`config.mk`:
```
export PLATFORM = sky130hd
export DESIGN_NAME = vlane_move
export DESIGN_NICKNAME = d
export VERILOG_FILES = /design/src/rtl/vlane_pkg.sv /design/src/rtl/vlane_idx_chk.sv /design/src/rtl/vlane_extract.sv /design/src/rtl/vlane_merge.sv /design/src/rtl/vlane_move.sv
export SDC_FILE = /design/constraint.sdc
export NUM_CORES = 1
export LEC_CHECK = 0
export BUFFER_PORTS_ARGS = -buffer_cell sky130_fd_sc_hd__clkbuf_2
export CAP_MARGIN = 20
export CORE_AREA = 3 3 151 139
export DETAILED_ROUTE_END_ITERATION = 8
export DIE_AREA = 0 0 154 142
export PLACE_DENSITY = 0.89
export SETUP_SLACK_MARGIN = 0.3
export SYNTH_ARGS = -nofsm -noshare
export SYNTH_HDL_FRONTEND = slang
export SYNTH_SLANG_ARGS = --single-unit
```
`constraint.sdc`:
```
create_clock -name clk -period 3.7 [get_ports clk]
set_clock_uncertainty 0.1 [all_clocks]
set_input_delay 0.185 -clock clk [delete_from_list [all_inputs] [get_ports clk]]
set_output_delay 0.185 -clock clk [all_outputs]
set_load 0.01 [all_outputs]
```
`src/rtl/vlane_pkg.sv`:
```
package vlane_pkg;
   typedef enum logic [1:0] {
      OP_COPY_S = 2'd0,
      OP_COPY_U = 2'd1,
      OP_INSERT = 2'd2,
      OP_FILL   = 2'd3
   } vl_op_e;

   typedef enum logic [1:0] {
      FMT_B = 2'd0,
      FMT_H = 2'd1,
      FMT_W = 2'd2,
      FMT_D = 2'd3
   } vl_fmt_e;
endpackage

```
`src/rtl/vlane_idx_chk.sv`:
```
module vlane_idx_chk
   import vlane_pkg::*;
#(
   parameter int VEC_W = 128,
   parameter int IDX_W = $clog2(VEC_W / 8)
) (
   input  vl_fmt_e            fmt,
   input  logic [IDX_W-1:0]   idx,
   output logic               legal
);
   localparam int N_B = VEC_W / 8;
   localparam int N_H = VEC_W / 16;
   localparam int N_W = VEC_W / 32;

   // Width of the index compare, wide enough to hold the largest lane count.
   localparam int CMP_W = IDX_W + 1;

   logic [CMP_W-1:0] idx_x;
   assign idx_x = {1'b0, idx};

   always_comb begin
      unique case (fmt)
         FMT_B:   legal = idx_x < CMP_W'(N_B);
         FMT_H:   legal = idx_x < CMP_W'(N_H);
         FMT_W:   legal = idx_x < CMP_W'(N_W);
         default: legal = 1'b0;
      endcase
   end
endmodule

```
`src/rtl/vlane_extract.sv`:
```
module vlane_extract
   import vlane_pkg::*;
#(
   parameter int VEC_W = 128,
   parameter int SCL_W = 32,
   parameter int IDX_W = $clog2(VEC_W / 8)
) (
   input  logic [VEC_W-1:0]  vec,
   input  vl_fmt_e           fmt,
   input  logic [IDX_W-1:0]  idx,
   input  logic              sign_en,
   output logic [SCL_W-1:0]  value
);
   localparam int OFS_W = IDX_W + 3;

   logic [7:0]       lane_b;
   logic [15:0]      lane_h;
   logic [31:0]      lane_w;
   logic [OFS_W-1:0] ofs_b;
   logic [OFS_W-1:0] ofs_h;
   logic [OFS_W-1:0] ofs_w;

   assign ofs_b  = {idx, 3'b000};
   assign ofs_h  = {idx[IDX_W-2:0], 4'b0000};
   assign ofs_w  = {idx[IDX_W-3:0], 5'b00000};
   assign lane_b = vec[ofs_b +: 8];
   assign lane_h = vec[ofs_h +: 16];
   assign lane_w = vec[ofs_w +: 32];

   always_comb begin
      unique case (fmt)
         FMT_B:   value = {{(SCL_W-8){sign_en & lane_b[7]}}, lane_b};
         FMT_H:   value = {{(SCL_W-16){sign_en & lane_h[15]}}, lane_h};
         FMT_W:   value = lane_w;
         default: value = '0;
      endcase
   end
endmodule

```
`src/rtl/vlane_merge.sv`:
```
module vlane_merge
   import vlane_pkg::*;
#(
   parameter int VEC_W = 128,
   parameter int SCL_W = 32,
   parameter int IDX_W = $clog2(VEC_W / 8)
) (
   input  logic [VEC_W-1:0]  vec,
   input  logic [SCL_W-1:0]  scalar,
   input  vl_fmt_e           fmt,
   input  logic [IDX_W-1:0]  idx,
   input  logic              bcast,
   output logic [VEC_W-1:0]  merged
);
   localparam int N_BYTES = VEC_W / 8;

   // One byte slot per iteration; each slot works out which lane it belongs to
   // and which scalar byte it would take.
   for (genvar g = 0; g < N_BYTES; g++) begin : g_slot
      localparam int LANE_H = g / 2;
      localparam int LANE_W = g / 4;
      localparam int SRC_H  = g % 2;
      localparam int SRC_W  = g % 4;

      logic       hit;
      logic [7:0] src;

      always_comb begin
         unique case (fmt)
            FMT_B: begin
               hit = bcast | (idx == IDX_W'(g));
               src = scalar[7:0];
            end
            FMT_H: begin
               hit = bcast | (idx == IDX_W'(LANE_H));
               src = scalar[SRC_H*8 +: 8];
            end
            FMT_W: begin
               hit = bcast | (idx == IDX_W'(LANE_W));
               src = scalar[SRC_W*8 +: 8];
            end
            default: begin
               hit = 1'b0;
               src = 8'h00;
            end
         endcase
      end

      assign merged[g*8 +: 8] = hit ? src : vec[g*8 +: 8];
   end
endmodule

```
`src/rtl/vlane_move.sv`:
```
module vlane_move
   import vlane_pkg::*;
#(
   parameter int VEC_W = 128,
   parameter int SCL_W = 32,
   parameter int IDX_W = $clog2(VEC_W / 8)
) (
   input  logic              clk,
   input  logic              rst_n,
   input  logic              in_valid,
   input  logic [1:0]        op,
   input  logic [1:0]        fmt,
   input  logic [IDX_W-1:0]  lane_idx,
   input  logic [SCL_W-1:0]  scalar_in,
   input  logic [VEC_W-1:0]  vec_in,
   output logic [SCL_W-1:0]  scalar_out,
   output logic [VEC_W-1:0]  vec_out,
   output logic              scalar_we,
   output logic              vec_we,
   output logic              illegal
);
   localparam int N_BYTES = VEC_W / 8;

   if (SCL_W != 32) begin : g_bad_scl
      $error("vlane_move: SCL_W must be 32");
   end
   if (VEC_W < 64 || (VEC_W % 32) != 0) begin : g_bad_vec
      $error("vlane_move: VEC_W must be a multiple of 32, at least 64");
   end
   if ((1 << IDX_W) != N_BYTES) begin : g_bad_idx
      $error("vlane_move: IDX_W must equal log2(VEC_W/8)");
   end

   vl_op_e  op_e;
   vl_fmt_e fmt_e;
   assign op_e  = vl_op_e'(op);
   assign fmt_e = vl_fmt_e'(fmt);

   logic             legal;
   logic             is_copy;
   logic [SCL_W-1:0] ext_val;
   logic [VEC_W-1:0] mrg_val;

   assign is_copy = (op_e == OP_COPY_S) | (op_e == OP_COPY_U);

   vlane_idx_chk #(.VEC_W(VEC_W), .IDX_W(IDX_W)) u_chk (
      .fmt   (fmt_e),
      .idx   (lane_idx),
      .legal (legal)
   );

   vlane_extract #(.VEC_W(VEC_W), .SCL_W(SCL_W), .IDX_W(IDX_W)) u_ext (
      .vec     (vec_in),
      .fmt     (fmt_e),
      .idx     (lane_idx),
      .sign_en (op_e == OP_COPY_S),
      .value   (ext_val)
   );

   vlane_merge #(.VEC_W(VEC_W), .SCL_W(SCL_W), .IDX_W(IDX_W)) u_mrg (
      .vec    (vec_in),
      .scalar (scalar_in),
      .fmt    (fmt_e),
      .idx    (lane_idx),
      .bcast  (op_e == OP_FILL),
      .merged (mrg_val)
   );

   always_ff @(posedge clk) begin
      if (!rst_n) begin
         scalar_out <= '0;
         vec_out    <= '0;
         scalar_we  <= 1'b0;
         vec_we     <= 1'b0;
         illegal    <= 1'b0;
      end else begin
         scalar_we <= in_valid & legal & is_copy;
         vec_we    <= in_valid & legal & ~is_copy;
         illegal   <= in_valid & ~legal;
         if (in_valid) begin
            scalar_out <= ext_val;
            vec_out    <= mrg_val;
         end
      end
   end

   // the two write enables never rise together
   assert_we_exclusive_R8: assert property (@(posedge clk) disable iff (!rst_n)
      !(scalar_we && vec_we));

   // a rejected request writes nothing
   assert_illegal_no_write_R1: assert property (@(posedge clk) disable iff (!rst_n)
      illegal |-> (!scalar_we && !vec_we));

   // an idle cycle leaves every flag low in the next cycle
   assert_idle_quiet_R9: assert property (@(posedge clk) disable iff (!rst_n)
      !in_valid |=> (!scalar_we && !vec_we && !illegal));

   // the unsupported format is rejected one cycle later
   assert_fmt_reject_R7: assert property (@(posedge clk) disable iff (!rst_n)
      (in_valid && fmt == 2'd3) |=> illegal);

   // an unsigned byte copy leaves the upper bits zero
   assert_zero_ext_R3: assert property (@(posedge clk) disable iff (!rst_n)
      (in_valid && op == 2'd1 && fmt == 2'd0) |=> (scalar_out[SCL_W-1:8] == '0));

   // a byte fill makes every byte of the vector equal
   assert_fill_uniform_R6: assert property (@(posedge clk) disable iff (!rst_n)
      (in_valid && op == 2'd3 && fmt == 2'd0) |=>
         (vec_out == {N_BYTES{vec_out[7:0]}}));
endmodule

```
==> results.sh <==
export IMPL_synth_area_um2=11100
export IMPL_cts_root_buffer="clkbuf_16"
export IMPL_critPathBufInv=3
export IMPL_setup_viol=0
export IMPL_grt_max_degree=83
export IMPL_r2r_start="scalar_out[12]"
export IMPL_grt_pass1_vias=11900
export IMPL_die_area_um2=21900
export IMPL_rsz0062_at_grt="no"
export IMPL_syn_nets=1396
export IMPL_drc=0
export IMPL_worstPathRequired_ps=3930
export IMPL_powerDensity_nw_per_um2=388
export IMPL_clk_path_buf_depth=2
export IMPL_clk_latency_ps=430
export IMPL_coreArea_um2=19700
export IMPL_min_to="vec_out[15]"
export IMPL_rrSetupSlack_ps=2350
export IMPL_hold_class="in2reg"
export IMPL_post_cts_buffers=0
export IMPL_overflow=0
export IMPL_die_x_um=154
export IMPL_hold_violations=0
export IMPL_wire_per_inst_um=28.0
export IMPL_synth_yosys_seq_area_share_pct=29.5
export IMPL_antenna_found_initial=1
export IMPL_cts_resized=0
export IMPL_worst_pin_slew_ps=1050
export IMPL_min_from="vec_in[15]"
export IMPL_grt_pass1_wl_um=72400
export IMPL_gp_congestion=1.06
export IMPL_dp_cells=1719
export IMPL_setup_tns_ps=0
export IMPL_rr_worst_depth=4
export IMPL_cts_sinks=163
export IMPL_ys_flop_type="dfxtp_1"
export IMPL_crit_chain="dlygate4sd3_1 -> clkbuf_2 -> and2_1 -> buf_4 -> o21ai_1 -> a221oi_4 -> nor2_1 -> a221o_1"
export IMPL_synth_edf_count=0
export IMPL_postRouteAntennaNets=0
export IMPL_io_pins=334
export IMPL_status="completed"
export IMPL_fin_nets=1686
export IMPL_synthArstFlopShare_pct=0
export IMPL_crit_fanout=16
export IMPL_htree_levels=4
export IMPL_ys_seq_elements=163
export IMPL_cpPeakStageDelay_ps=710
export IMPL_via_per_inst=7.24
export IMPL_cp_end_kind="register"
export IMPL_cts_tree="built"
export IMPL_rr_endpoint="scalar_out[12]"
export IMPL_area_delta_synth_final_pct=22.3
export IMPL_finalWirelength_um=49900
export IMPL_critPathLaunchType="input port"
export IMPL_hpwl_um=37400
export IMPL_fill_cells=1538
export IMPL_dr_pass1_iters=7
export IMPL_final_cells=1778
export IMPL_portBuffers=333
export IMPL_finalCritPeriodShare_pct=73.0
export IMPL_drt_iter0_drc=2211
export IMPL_syn_avg_cell_area_um2=9.06
export IMPL_vias=12900
export IMPL_power_total_uw=5240
export IMPL_cp_slowest_cell="a221oi_4"
export IMPL_cp_data_arrival_time_ps=2930
export IMPL_start_util_pct=56.2
export IMPL_hold_path_cell_count=4
export IMPL_irDropWorstVdd_mv=0.316
export IMPL_clk_pin_slew_ps=70
export IMPL_ys_types=83
export IMPL_min_period_ps=2700
export IMPL_leakage_uw=0.00575
export IMPL_critical_path_class="in2reg"
export IMPL_final_util_pct=68.7
export IMPL_grtUsageTotal_pct=43.3
export IMPL_slew_headroom_pct=30.1
export IMPL_die_h_um=142
export IMPL_yosysWarnings=0
export IMPL_critPathTopFamily="compound AO/OA/AOI/OAI gates"
export IMPL_cts_buffers=17
export IMPL_worst_hold_slack_ps=8.12
export IMPL_num_rows=49
export IMPL_timing_fmax_mhz=370
export IMPL_synth_cells=1220
export IMPL_finalMaxSlewViolations=0
export IMPL_maxCapViolCount=0
export IMPL_drive_gt1_share_pct=32.5
-- state kept, by name, indices dropped and copies added (netlist names) --
name	cells
illegal	1
scalar_out	32
scalar_we	1
vec_out	128
vec_we	1
-- cell usage after synthesis (all sizes together), types with 5 or more instances --
library cell	number	area [um2]
a31oi	16	134
o211a	13	130
o2bb2ai	8	70.1
o22a	8	70.1
a22oi	34	255
nand2b	23	144
a2111oi	11	103
a22o	30	263
a211oi	5	37.5
mux4	71	1600
nor3	11	65.1
nand2	188	708
clkbuf	58	218
buf	50	329
a2bb2oi	31	272
o211ai	33	273
nor4b	5	62.6
dfxtp	163	3260
a21oi	71	355
and3	14	87.6
nor2b	18	113
a221oi	18	175
and2	5	31.3
inv	17	63.8
o221ai	18	183
a221o	16	160
mux2i	43	430
nor2	47	181
ha	5	62.6
o21ai	134	686
mux2	6	67.6
-- final cells by class --
| class | count | area [um2] | share of cell area (%) |
|---|---|---|---|
| clock inverter | 13 | 149 | 1.10 |
| tap | 255 | 319 | 2.36 |
| antenna | 1 | 2.50 | 0.0185 |
| sequential | 163 | 3260 | 24.1 |
| timing repair buffer | 379 | 2100 | 15.5 |
| inverter | 18 | 67.6 | 0.500 |
| clock buffer | 18 | 429 | 3.17 |
| multi-input combinational | 931 | 7190 | 53.2 |
-- layout by cell type (no fill, tap or decap), types with 8 or more instances in the layout --
cell type | Yosys | routed
clkbuf_2 | 0 | 330
nand2_1 | 187 | 187
dfxtp_1 | 163 | 163
a21oi_1 | 71 | 71
mux4_2 | 71 | 71
o21ai_0 | 68 | 68
o21ai_1 | 64 | 64
nor2_1 | 45 | 45
mux2i_1 | 43 | 43
a22oi_1 | 34 | 34
a2bb2oi_1 | 31 | 31
a22o_1 | 30 | 30
o211ai_1 | 28 | 28
dlygate4sd3_1 | 0 | 27
nand2b_1 | 23 | 23
buf_4 | 12 | 21
nor2b_1 | 18 | 17
a221oi_1 | 17 | 17
clkbuf_16 | 0 | 17
inv_1 | 16 | 16
a221o_1 | 16 | 16
and3_1 | 14 | 14
o221ai_1 | 14 | 14
o211a_1 | 12 | 12
a31oi_1 | 12 | 12
a2111oi_0 | 10 | 10
nor3_1 | 9 | 9
o22a_1 | 8 | 8
o2bb2ai_1 | 8 | 8
-- layer usage --
metal / track usage (%) / wire, um / vias to the layer above
met5: 0 / 12 / -
met4: 20.7 / 3310 / 2
met3: 16.4 / 8310 / 317
met2: 64.6 / 21100 / 1266
met1: 55.7 / 17100 / 5989
li1: - / - / 5299
-- worst min-delay path, delay by kind of cell --
| kind | cells | cell delay, ps |
|---|---|---|
| and+or+nand+nor | 2 | 130 |
| buffers and inverters | 1 | 110 |
| AOI/OAI and AO/OA | 1 | 100 |
-- power breakdown --
group / leakage (uW) / total (uW) / internal (uW) / switching [uW]
sequential: 0.00135 / 1980 / 1890 / 87.7
combinational: 0.00415 / 1450 / 567 / 878
clock: 0.000262 / 1820 / 1000 / 818
-- kinds of logic after synthesis --
family | after synthesis | share of synthesized area [%]
multiplexers | 120 | 19.0
adder cells (fa/ha/maj) | 5 | 0.566
buffers and inverters | 126 | 5.56
AO/OA/AOI/OAI | 468 | 30.4
AND/OR/NAND/NOR | 338 | 14.9
flip-flops | 163 | 29.5
-- how the worst max path moves through the flow --
stage                            from     endpoint  slack (ps)  depth (start not counted)
after floorplan                fmt[0]  vec_out[14]        1750                          8
final                           op[1]  vec_out[11]        1000                          8
after CTS                       op[1]  vec_out[11]        1070                          8
after global placement    lane_idx[0]  vec_out[41]        1020                          5
after global routing            op[1]  vec_out[14]         880                          8
after detailed placement  lane_idx[0]  vec_out[46]         960                          5
-- through the flow --
step	worst slack [ps]	area (um2)
final	1000	13500
after global routing	875	13500
after CTS	1070	13500
after detailed placement	963	12700
after global placement	1020	12700
after floorplan	1750	11100
-- repair_timing --
action                                  4_1_cts  5_1_grt
endpoints found under the hold margin        27        0
hold buffers                                 27        0
endpoints found under the setup margin        0        0
Note: power is estimated with default switching activity, not from simulation.
